===== src/rtl/gerr_pkg.sv =====
package gerr_pkg;
  parameter int unsigned GERR_WIDTH_DEF = 8;
  parameter int unsigned GERR_CMDQ_BIT_DEF = 0;
endpackage


===== src/rtl/gerr_status.sv =====
module gerr_status #(
  parameter int unsigned WIDTH = 8
) (
  input  logic             clk_i,
  input  logic             rst_ni,
  input  logic [WIDTH-1:0] req_i,
  input  logic [WIDTH-1:0] pend_i,
  output logic [WIDTH-1:0] status_o,
  output logic [WIDTH-1:0] status_d_o,
  output logic             fresh_o
);
  logic [WIDTH-1:0] status_q;
  logic [WIDTH-1:0] fresh_bits;

  for (genvar i = 0; i < WIDTH; i++) begin : g_bit
    assign fresh_bits[i] = req_i[i] & ~pend_i[i];
    assign status_d_o[i] = status_q[i] ^ fresh_bits[i];
  end

  assign fresh_o = |fresh_bits;

  always_ff @(posedge clk_i or negedge rst_ni) begin
    if (!rst_ni) status_q <= '0;
    else         status_q <= status_d_o;
  end

  assign status_o = status_q;

  p_pending_locked_r3: assert property (@(posedge clk_i) disable iff (!rst_ni)
    1'b1 |=> (((status_q ^ $past(status_q)) & $past(pend_i)) == '0));

  p_only_requested_r3: assert property (@(posedge clk_i) disable iff (!rst_ni)
    1'b1 |=> (((status_q ^ $past(status_q)) & ~$past(req_i)) == '0));
endmodule


===== src/rtl/gerr_ack.sv =====
module gerr_ack #(
  parameter int unsigned WIDTH    = 8,
  parameter int unsigned CMDQ_BIT = 0
) (
  input  logic             clk_i,
  input  logic             rst_ni,
  input  logic             we_i,
  input  logic [WIDTH-1:0] wdata_i,
  input  logic             pend_cmdq_i,
  output logic [WIDTH-1:0] ack_o,
  output logic [WIDTH-1:0] ack_d_o,
  output logic             resume_o
);
  logic [WIDTH-1:0] ack_q;
  logic             resume_q;
  logic             cmdq_flip;

  assign ack_d_o   = we_i ? wdata_i : ack_q;
  assign cmdq_flip = we_i & (ack_q[CMDQ_BIT] ^ wdata_i[CMDQ_BIT]);

  always_ff @(posedge clk_i or negedge rst_ni) begin
    if (!rst_ni) begin
      ack_q    <= '0;
      resume_q <= 1'b0;
    end else begin
      ack_q    <= ack_d_o;
      resume_q <= cmdq_flip & pend_cmdq_i;
    end
  end

  assign ack_o    = ack_q;
  assign resume_o = resume_q;

  p_ack_replace_r6: assert property (@(posedge clk_i) disable iff (!rst_ni)
    we_i |=> (ack_q == $past(wdata_i)));

  p_ack_hold_r6: assert property (@(posedge clk_i) disable iff (!rst_ni)
    !we_i |=> $stable(ack_q));

  p_resume_cause_r7: assert property (@(posedge clk_i) disable iff (!rst_ni)
    resume_q |-> ($past(we_i) && $past(pend_cmdq_i)));
endmodule


===== src/rtl/gerr_toggle_top.sv =====
module gerr_toggle_top
  import gerr_pkg::*;
#(
  parameter int unsigned WIDTH    = GERR_WIDTH_DEF,
  parameter int unsigned CMDQ_BIT = GERR_CMDQ_BIT_DEF
) (
  input  logic             clk_i,
  input  logic             rst_ni,
  input  logic [WIDTH-1:0] err_req_i,
  input  logic             irq_en_i,
  input  logic             ack_we_i,
  input  logic [WIDTH-1:0] ack_wdata_i,
  output logic [WIDTH-1:0] status_o,
  output logic [WIDTH-1:0] ack_o,
  output logic [WIDTH-1:0] pending_o,
  output logic             irq_o,
  output logic             resume_o
);
  logic [WIDTH-1:0] pending_q;
  logic [WIDTH-1:0] status_d;
  logic [WIDTH-1:0] ack_d;
  logic             fresh;
  logic             irq_q;

  gerr_status #(.WIDTH(WIDTH)) u_status (
    .clk_i      (clk_i),
    .rst_ni     (rst_ni),
    .req_i      (err_req_i),
    .pend_i     (pending_q),
    .status_o   (status_o),
    .status_d_o (status_d),
    .fresh_o    (fresh)
  );

  gerr_ack #(.WIDTH(WIDTH), .CMDQ_BIT(CMDQ_BIT)) u_ack (
    .clk_i       (clk_i),
    .rst_ni      (rst_ni),
    .we_i        (ack_we_i),
    .wdata_i     (ack_wdata_i),
    .pend_cmdq_i (pending_q[CMDQ_BIT]),
    .ack_o       (ack_o),
    .ack_d_o     (ack_d),
    .resume_o    (resume_o)
  );

  // pending held in its own register so the filter sees pre-write state
  always_ff @(posedge clk_i or negedge rst_ni) begin
    if (!rst_ni) begin
      pending_q <= '0;
      irq_q     <= 1'b0;
    end else begin
      pending_q <= status_d ^ ack_d;
      irq_q     <= fresh & irq_en_i;
    end
  end

  assign pending_o = pending_q;
  assign irq_o     = irq_q;

  p_pending_xor_r2: assert property (@(posedge clk_i) disable iff (!rst_ni)
    pending_q == (status_o ^ ack_o));

  p_irq_gated_r5: assert property (@(posedge clk_i) disable iff (!rst_ni)
    irq_q |-> ($past(irq_en_i) && (status_o != $past(status_o))));

  p_no_new_no_irq_r4: assert property (@(posedge clk_i) disable iff (!rst_ni)
    ((err_req_i & ~pending_q) == '0) |=> (!irq_q && $stable(status_o)));
endmodule


===== config.mk =====
export PLATFORM = sky130hd
export DESIGN_NAME = gerr_toggle_top
export DESIGN_NICKNAME = d
export VERILOG_FILES = /design/src/rtl/gerr_pkg.sv /design/src/rtl/gerr_status.sv /design/src/rtl/gerr_ack.sv /design/src/rtl/gerr_toggle_top.sv
export SDC_FILE = /design/constraint.sdc
export NUM_CORES = 1
export LEC_CHECK = 0
export ABC_CLOCK_PERIOD_IN_PS = 1200
export BUFFER_PORTS_ARGS = -buffer_cell sky130_fd_sc_hd__buf_2
export CORE_MARGIN = 2
export CORE_UTILIZATION = 46
export CTS_CLUSTER_SIZE = 16
export DETAILED_ROUTE_END_ITERATION = 10
export GPL_TIMING_DRIVEN = 1
export MAX_ROUTING_LAYER = met4
export PLACE_DENSITY = 0.74
export SYNTH_ARGS = -nofsm -noshare
export SYNTH_HDL_FRONTEND = slang
export SYNTH_SLANG_ARGS = --single-unit

===== constraint.sdc =====
create_clock -name clk_i -period 1.2 [get_ports clk_i]
set_clock_uncertainty 0.1 [all_clocks]
set_input_delay 0.06 -clock clk_i [delete_from_list [all_inputs] [get_ports clk_i]]
set_output_delay 0.06 -clock clk_i [all_outputs]
set_load 0.02 [all_outputs]

==> impl_metrics.py, run 1 <==
metrics = {
    "sta": {
        "final-hold-violation-count": 0,
        "finalSetupTns_ns": -0.0120,
        "grt_setup_unrepaired": "true",
        "post-route-min-period_ns": 1.21,
        "maxSlewHeadroom": 0.625,
        "fmax_mhz": 829,
        "timing.hold.ws_ns": 0.0154,
        "slew_viol_final": 0,
        "setup_slack_ns": -0.00606,
        "post-route-period-util": 1.01,
        "worst_pin_slew_ns": 0.562,
        "setup_viol": 2,
    },
    "clocking": {
        "numCtsBuffers": 3,
        "cts_sinks": 26,
        "clockRootBuffer": "clkbuf_4",
        "insertion_delay_ns": 0.30,
        "cts_buffer_depth": 2,
        "clk_pin_slew_ns": 0.12,
        "cts.htree.levels": 1,
        "cts_tree": "yes",
    },
    "global_route": {
        "grt_overflow": 0,
        "antenna_found_initial": 0,
        "globalRouteTotalUtil": 0.169,
        "grt_max_degree": 27,
        "grt_pass1_vias": 695,
        "grt_pass1_wl_um": 3150,
    },
    "layout": {
        "diodes": 0,
        "areaGrowthSynthToFinish_pct": 41.2,
        "finish.utilization": 0.693,
        "nNetsFinal": 150,
        "drive_above_1_share": 0.617,
    },
    "logic_synthesis": {
        "ys_seq_area_frac": 0.594,
        "yosys_register_bits": 26,
        "yosys-top-cells-area": "dfrtp_1, xor2_2, mux2_4",
        "syn_avg_cell_area_um2": 16.9,
        "synth_most_common_cell": "dfrtp_1",
        "synth_fp_nets": 85,
        "synth_top_area_share": 0.594,
        "netlist_area_um2": 1100,
        "synth.distinct_cells": 10,
        "synthCells": 65,
        "async_flop_share": 1.00,
        "yosysWarnings": 0,
        "synth_common_cells": "dfrtp_1, xor2_1, and2b_2, mux2_4, xor2_2",
        "synth.largest_area_cell": "dfrtp_1",
        "ys.flop_type": "dfrtp_1",
        "synth-edff-count": 0,
    },
    "min_path": {
        "holdCritPathClass": "in2reg",
    },
    "placement": {
        "port_buffers": 45,
        "globalplace.congestion": 0.701,
        "place_hpwl_um": 1410,
    },
    "critical_path": {
        "slowest_delay_ns": 0.35,
        "critPathCaptureType": "flip-flop",
        "reg2reg_from": "pending_o[2]",
        "critPathCapture": "pending_o[2]",
        "start_kind": "flip-flop",
        "worstPathRequired_ns": 1.30,
        "startpoint": "pending_o[2]",
        "worstPathArrival_ns": 1.31,
        "path_class": "reg2reg",
        "path_max_fanout": 2,
        "r2r_cells": 4,
        "path_cells": "and2b_2, buf_6, xor2_4, xor2_1",
        "r2r-end": "pending_o[2]",
        "r2r_setup_slack_ns": -0.006,
        "cp_slowest_cell": "dfrtp_1",
    },
    "power_and_ir_drop": {
        "ir_worst_vdd_v": 0.00154,
        "powerDensity_nw_per_um2": 2280,
        "power.leakage_nw": 0.782,
    },
    "run": {
        "cap_violations": 0,
    },
    "route": {
        "postRouteAntennaNets": 0,
        "drc": 0,
        "drt-initial-drc-count": 2,
        "wl_um": 2070,
        "wl_per_cell_um": 13.2,
        "detail_route.vias_per_cell": 4.49,
        "vias": 700,
        "dr.pass1.iters": 2,
    },
    "run_status": {
        "status": "finished, violations left",
        "violations": "negative setup slack",
    },
    "die": {
        "die_y_um": 52.8,
        "die_w_um": 52.8,
        "io_pins": 46,
        "num_rows": 17,
        "start_util": 0.491,
        "dieArea_um2": 2790,
        "core_area_um2": 2230,
    },
}
## worst max-delay path, delay by kind of cell (launching register included)
kind                   cells  cell delay (ns)
XOR/XNOR                   2             0.31
buffers and inverters      1             0.12
flip-flops                 1             0.35
AND/OR/NAND/NOR            1             0.22
## metal layers
metal | track usage | routed length [um]
met2 | 0.273 | 1110
met5 | - | 0
met1 | 0.208 | 836
met3 | 0.0286 | 102
met4 | 0.0769 | 14
## how the worst min path moves through the flow
stage                  from                    to  slack [ns]  cells after the start
2_1_floorplan        rst_ni                 irq_o       -0.34                      0
3_3_place_gp         rst_ni        u_ack.ack_o[3]       -0.02                      1
3_5_place_dp         rst_ni        u_ack.ack_o[4]       -0.02                      1
4_1_cts        err_req_i[0]  u_status.status_o[0]       0.002                      3
5_1_grt        err_req_i[0]  u_status.status_o[0]        0.01                      3
6_report       err_req_i[0]  u_status.status_o[0]        0.02                      3
## cells by family (layout without fill, tap and decap cells)
| family | after synthesis | after routing | synth area share |
|---|---|---|---|
| flops | 26 | 26 | 0.594 |
| xor+xnor | 17 | 17 | 0.191 |
| simple gates | 11 | 11 | 0.0822 |
| mux | 8 | 8 | 0.110 |
| buf+inv | 2 | 65 | 0.0171 |
| compound gates | 1 | 1 | 0.00685 |
## per-stage QoR
step | area [um^2] | total power (W) | setup WS [ns] | instances
5_1_grt | 1550 | 0.00374 | -0.0894 | 156
6_report | 1550 | 0.00352 | -0.00606 | 156
3_5_place_dp | 1360 | 0.00298 | -0.0840 | 139
4_1_cts | 1500 | 0.00339 | -0.00349 | 152
3_3_place_gp | 1360 | 0.00294 | -0.0509 | 139
2_1_floorplan | 1100 | 0.00249 | -0.0589 | 65
## sequential cells by signal (all words and copies together), names as in the netlist
register / flops
u_ack.ack_o: 8
pending_o: 8
u_ack.resume_o: 1
u_status.status_o: 8
irq_o: 1
## timing repair
item | in CTS | in global routing
cloned | 0 | 0
setup endpoints to repair | 3 | 8
hold endpoints to repair | 45 | 0
gates resized for setup | 3 | 2
pin swaps | 3 | 8
setup buffers | 0 | 4
hold buffers | 12 | 0
## cell type report
class / instances / area (um^2)
sequential: 26 / 651
tap: 28 / 35.0
fill: 178 / 686
multi-input combinational: 37 / 453
clock buffer: 3 / 22.5
timing repair buffer: 62 / 387
## report_power, final
group | switching (W) | internal, W | leakage (nW) | total (W)
Sequential | 0.000225 | 0.00121 | 0.305 | 0.00143
Combinational | 0.000957 | 0.000793 | 0.462 | 0.00175
Clock | 0.000221 | 0.000117 | 0.0138 | 0.000338
Total | 0.00140 | 0.00212 | 0.782 | 0.00352
## cell usage in the layout (no fill, tap or decap)
| cell | count |
|---|---|
| mux2_4 | 8 |
| xor2_2 | 7 |
| nor4_4 | 1 |
| buf_2 | 45 |
| clkbuf_4 | 3 |
| and2b_2 | 8 |
| nor4_1 | 1 |
| and3_2 | 1 |
| dlygate4sd3_1 | 12 |
| buf_6 | 1 |
| a21boi_1 | 1 |
| xor2_4 | 1 |
| dfrtp_1 | 26 |
| buf_4 | 4 |
| xor2_1 | 9 |
No activity file was read; power rests on OpenSTA's default activity.
==> run 2: changes to the inputs <==
--- a/config.mk
+++ b/config.mk
@@ -14,6 +14,7 @@
 export GPL_TIMING_DRIVEN = 1
 export MAX_ROUTING_LAYER = met4
 export PLACE_DENSITY = 0.74
+export SKIP_CTS_REPAIR_TIMING = 1
 export SYNTH_ARGS = -nofsm -noshare
 export SYNTH_HDL_FRONTEND = slang
 export SYNTH_SLANG_ARGS = --single-unit
==> impl_metrics.py, run 2 (synthesis gave the netlist of run 1 again) <==
metrics = {
    "route": {
        "postRouteAntennaNets": 0,
        "drt-initial-drc-count": 1,
        "wl_per_cell_um": 13.2,
        "detail_route.vias_per_cell": 4.51,
        "wl_um": 2070,
        "dr.pass1.iters": 2,
        "vias": 708,
        "drc": 0,
    },
    "layout": {
        "final_common_cell": "buf_2",
        "drive_above_1_share": 0.636,
        "fillers": 178,
        "areaGrowthSynthToFinish_pct": 43.2,
        "final_cell_mix": "buf_2, dfrtp_1, dlygate4sd3_1",
        "register_area_um2": 651,
        "diodes": 0,
        "fin_area_um2": 1570,
        "multi_input_area_um2": 464,
        "nNetsFinal": 151,
    },
    "clocking": {
        "cts_tree": "yes",
        "insertion_delay_ns": 0.30,
        "cts_buffer_depth": 2,
        "cts.htree.levels": 1,
        "cts_sinks": 26,
        "clockRootBuffer": "clkbuf_4",
        "numCtsBuffers": 3,
        "clk_pin_slew_ns": 0.12,
    },
    "critical_path": {
        "startpoint": "pending_o[0]",
        "crit_buf_inv": 1,
        "r2r_setup_slack_ns": -0.03,
        "r2r_cells": 4,
        "worstPathArrival_ns": 1.33,
        "crit_family": "flip-flops",
        "critPathCapture": "pending_o[0]",
        "start_kind": "flip-flop",
        "path_depth": 4,
        "r2r-end": "pending_o[0]",
        "critPathCaptureType": "flip-flop",
        "worstPathRequired_ns": 1.30,
        "path_max_fanout": 2,
        "reg2reg_from": "pending_o[0]",
        "cp_slowest_cell": "dfrtp_1",
        "path_class": "reg2reg",
        "slowest_delay_ns": 0.36,
        "path_cells": "and2b_2, buf_6, xor2_4, xor2_1",
    },
    "global_route": {
        "gr-usage-met2": 0.225,
        "grt_overflow": 0,
        "antenna_found_initial": 0,
        "met1_usage": 0.200,
        "grt_pass1_wl_um": 2840,
        "grt_pass1_vias": 617,
        "grt_max_degree": 27,
        "use_met3": 0.0286,
        "busiest_layer": "met2",
        "globalRouteTotalUtil": 0.152,
    },
    "min_path": {
        "holdPathStages": 3,
        "holdCritPathClass": "in2reg",
    },
    "die": {
        "core_area_um2": 2230,
        "die_w_um": 52.8,
        "io_pins": 46,
        "die_y_um": 52.8,
        "dieArea_um2": 2790,
        "start_util": 0.491,
        "num_rows": 17,
    },
    "placement": {
        "dpl_cell_area_um2": 1360,
        "port_buffers": 45,
        "globalplace.congestion": 0.701,
        "place_hpwl_um": 1410,
    },
    "sta": {
        "maxSlewHeadroom": 0.629,
        "worst_pin_slew_ns": 0.556,
        "post-route-min-period_ns": 1.23,
        "timing.hold.ws_ns": 0.0156,
        "post-route-period-util": 1.03,
        "setup_slack_ns": -0.0321,
        "slew_viol_final": 0,
        "fmax_mhz": 812,
        "final-hold-violation-count": 0,
        "setup_viol": 3,
        "grt_setup_unrepaired": "true",
    },
    "power_and_ir_drop": {
        "ir_worst_vdd_v": 0.00157,
        "pwr-share-seq": 0.397,
        "total_power_w": 0.00363,
        "powerDensity_nw_per_um2": 2310,
        "clkPwrFrac": 0.092,
        "p_comb_frac": 0.511,
        "intPower_w": 0.00220,
        "netSwitchingPower_w": 0.00143,
        "switching_share": 0.394,
        "power.leakage_nw": 0.793,
    },
    "run_status": {
        "violations": "negative setup slack",
        "status": "finished, violations left",
    },
    "run": {
        "cap_violations": 0,
    },
}
run 2: final cells by class:
type,count,area share
Sequential cell,26,0.415
Multi-Input combinational cell,37,0.296
Timing Repair Buffer,63,0.253
Tap cell,28,0.0223
Clock buffer,3,0.0144
run 2: worst min-delay path by stage:
| stage | from | to | slack [ns] |
|---|---|---|---|
| 2_1_floorplan | rst_ni | irq_o | -0.34 |
| 3_3_place_gp | rst_ni | u_ack.ack_o[3] | -0.02 |
| 3_5_place_dp | rst_ni | u_ack.ack_o[4] | -0.02 |
| 4_1_cts | rst_ni | pending_o[7] | -0.37 |
| 5_1_grt | err_req_i[7] | u_status.status_o[7] | 0.02 |
| 6_report | err_req_i[7] | u_status.status_o[7] | 0.02 |
run 2: power groups by stage:
stage                     Clock (W)  Combinational [W]  Sequential [W]
final                      0.000335            0.00185         0.00144
after CTS                  0.000362            0.00155         0.00143
after detailed placement          0            0.00153         0.00145
after global routing       0.000392            0.00198         0.00148
after global placement            0            0.00151         0.00143
after floorplan                   0           0.000663         0.00183
run 2: tightest hold or removal path, stage by stage:
cell and delay, ns:
buf_2 0.07, and2b_2 0.17, xor2_2 0.08
run 2: through the flow:
stage / util / cells / worst slack [ns] / setup TNS [ns]
after floorplan: - / 65 / -0.0589 / -0.0589
after CTS: 0.619 / 142 / -0.0956 / -0.165
after detailed placement: 0.609 / 139 / -0.0840 / -0.0999
after global placement: 0.609 / 139 / -0.0509 / -0.0509
final: 0.703 / 157 / -0.0321 / -0.0534
after global routing: 0.703 / 157 / -0.0750 / -0.382
run 2: per-layer routing:
metal  routed length (um)  part of all wire  vias to the layer above
met1                  834              0.40                      350
met2                 1100              0.53                       22
li1                     -                 -                      332
met3                   95             0.046                        4
met4                   40             0.019                        0
met5                    0                 0                        -
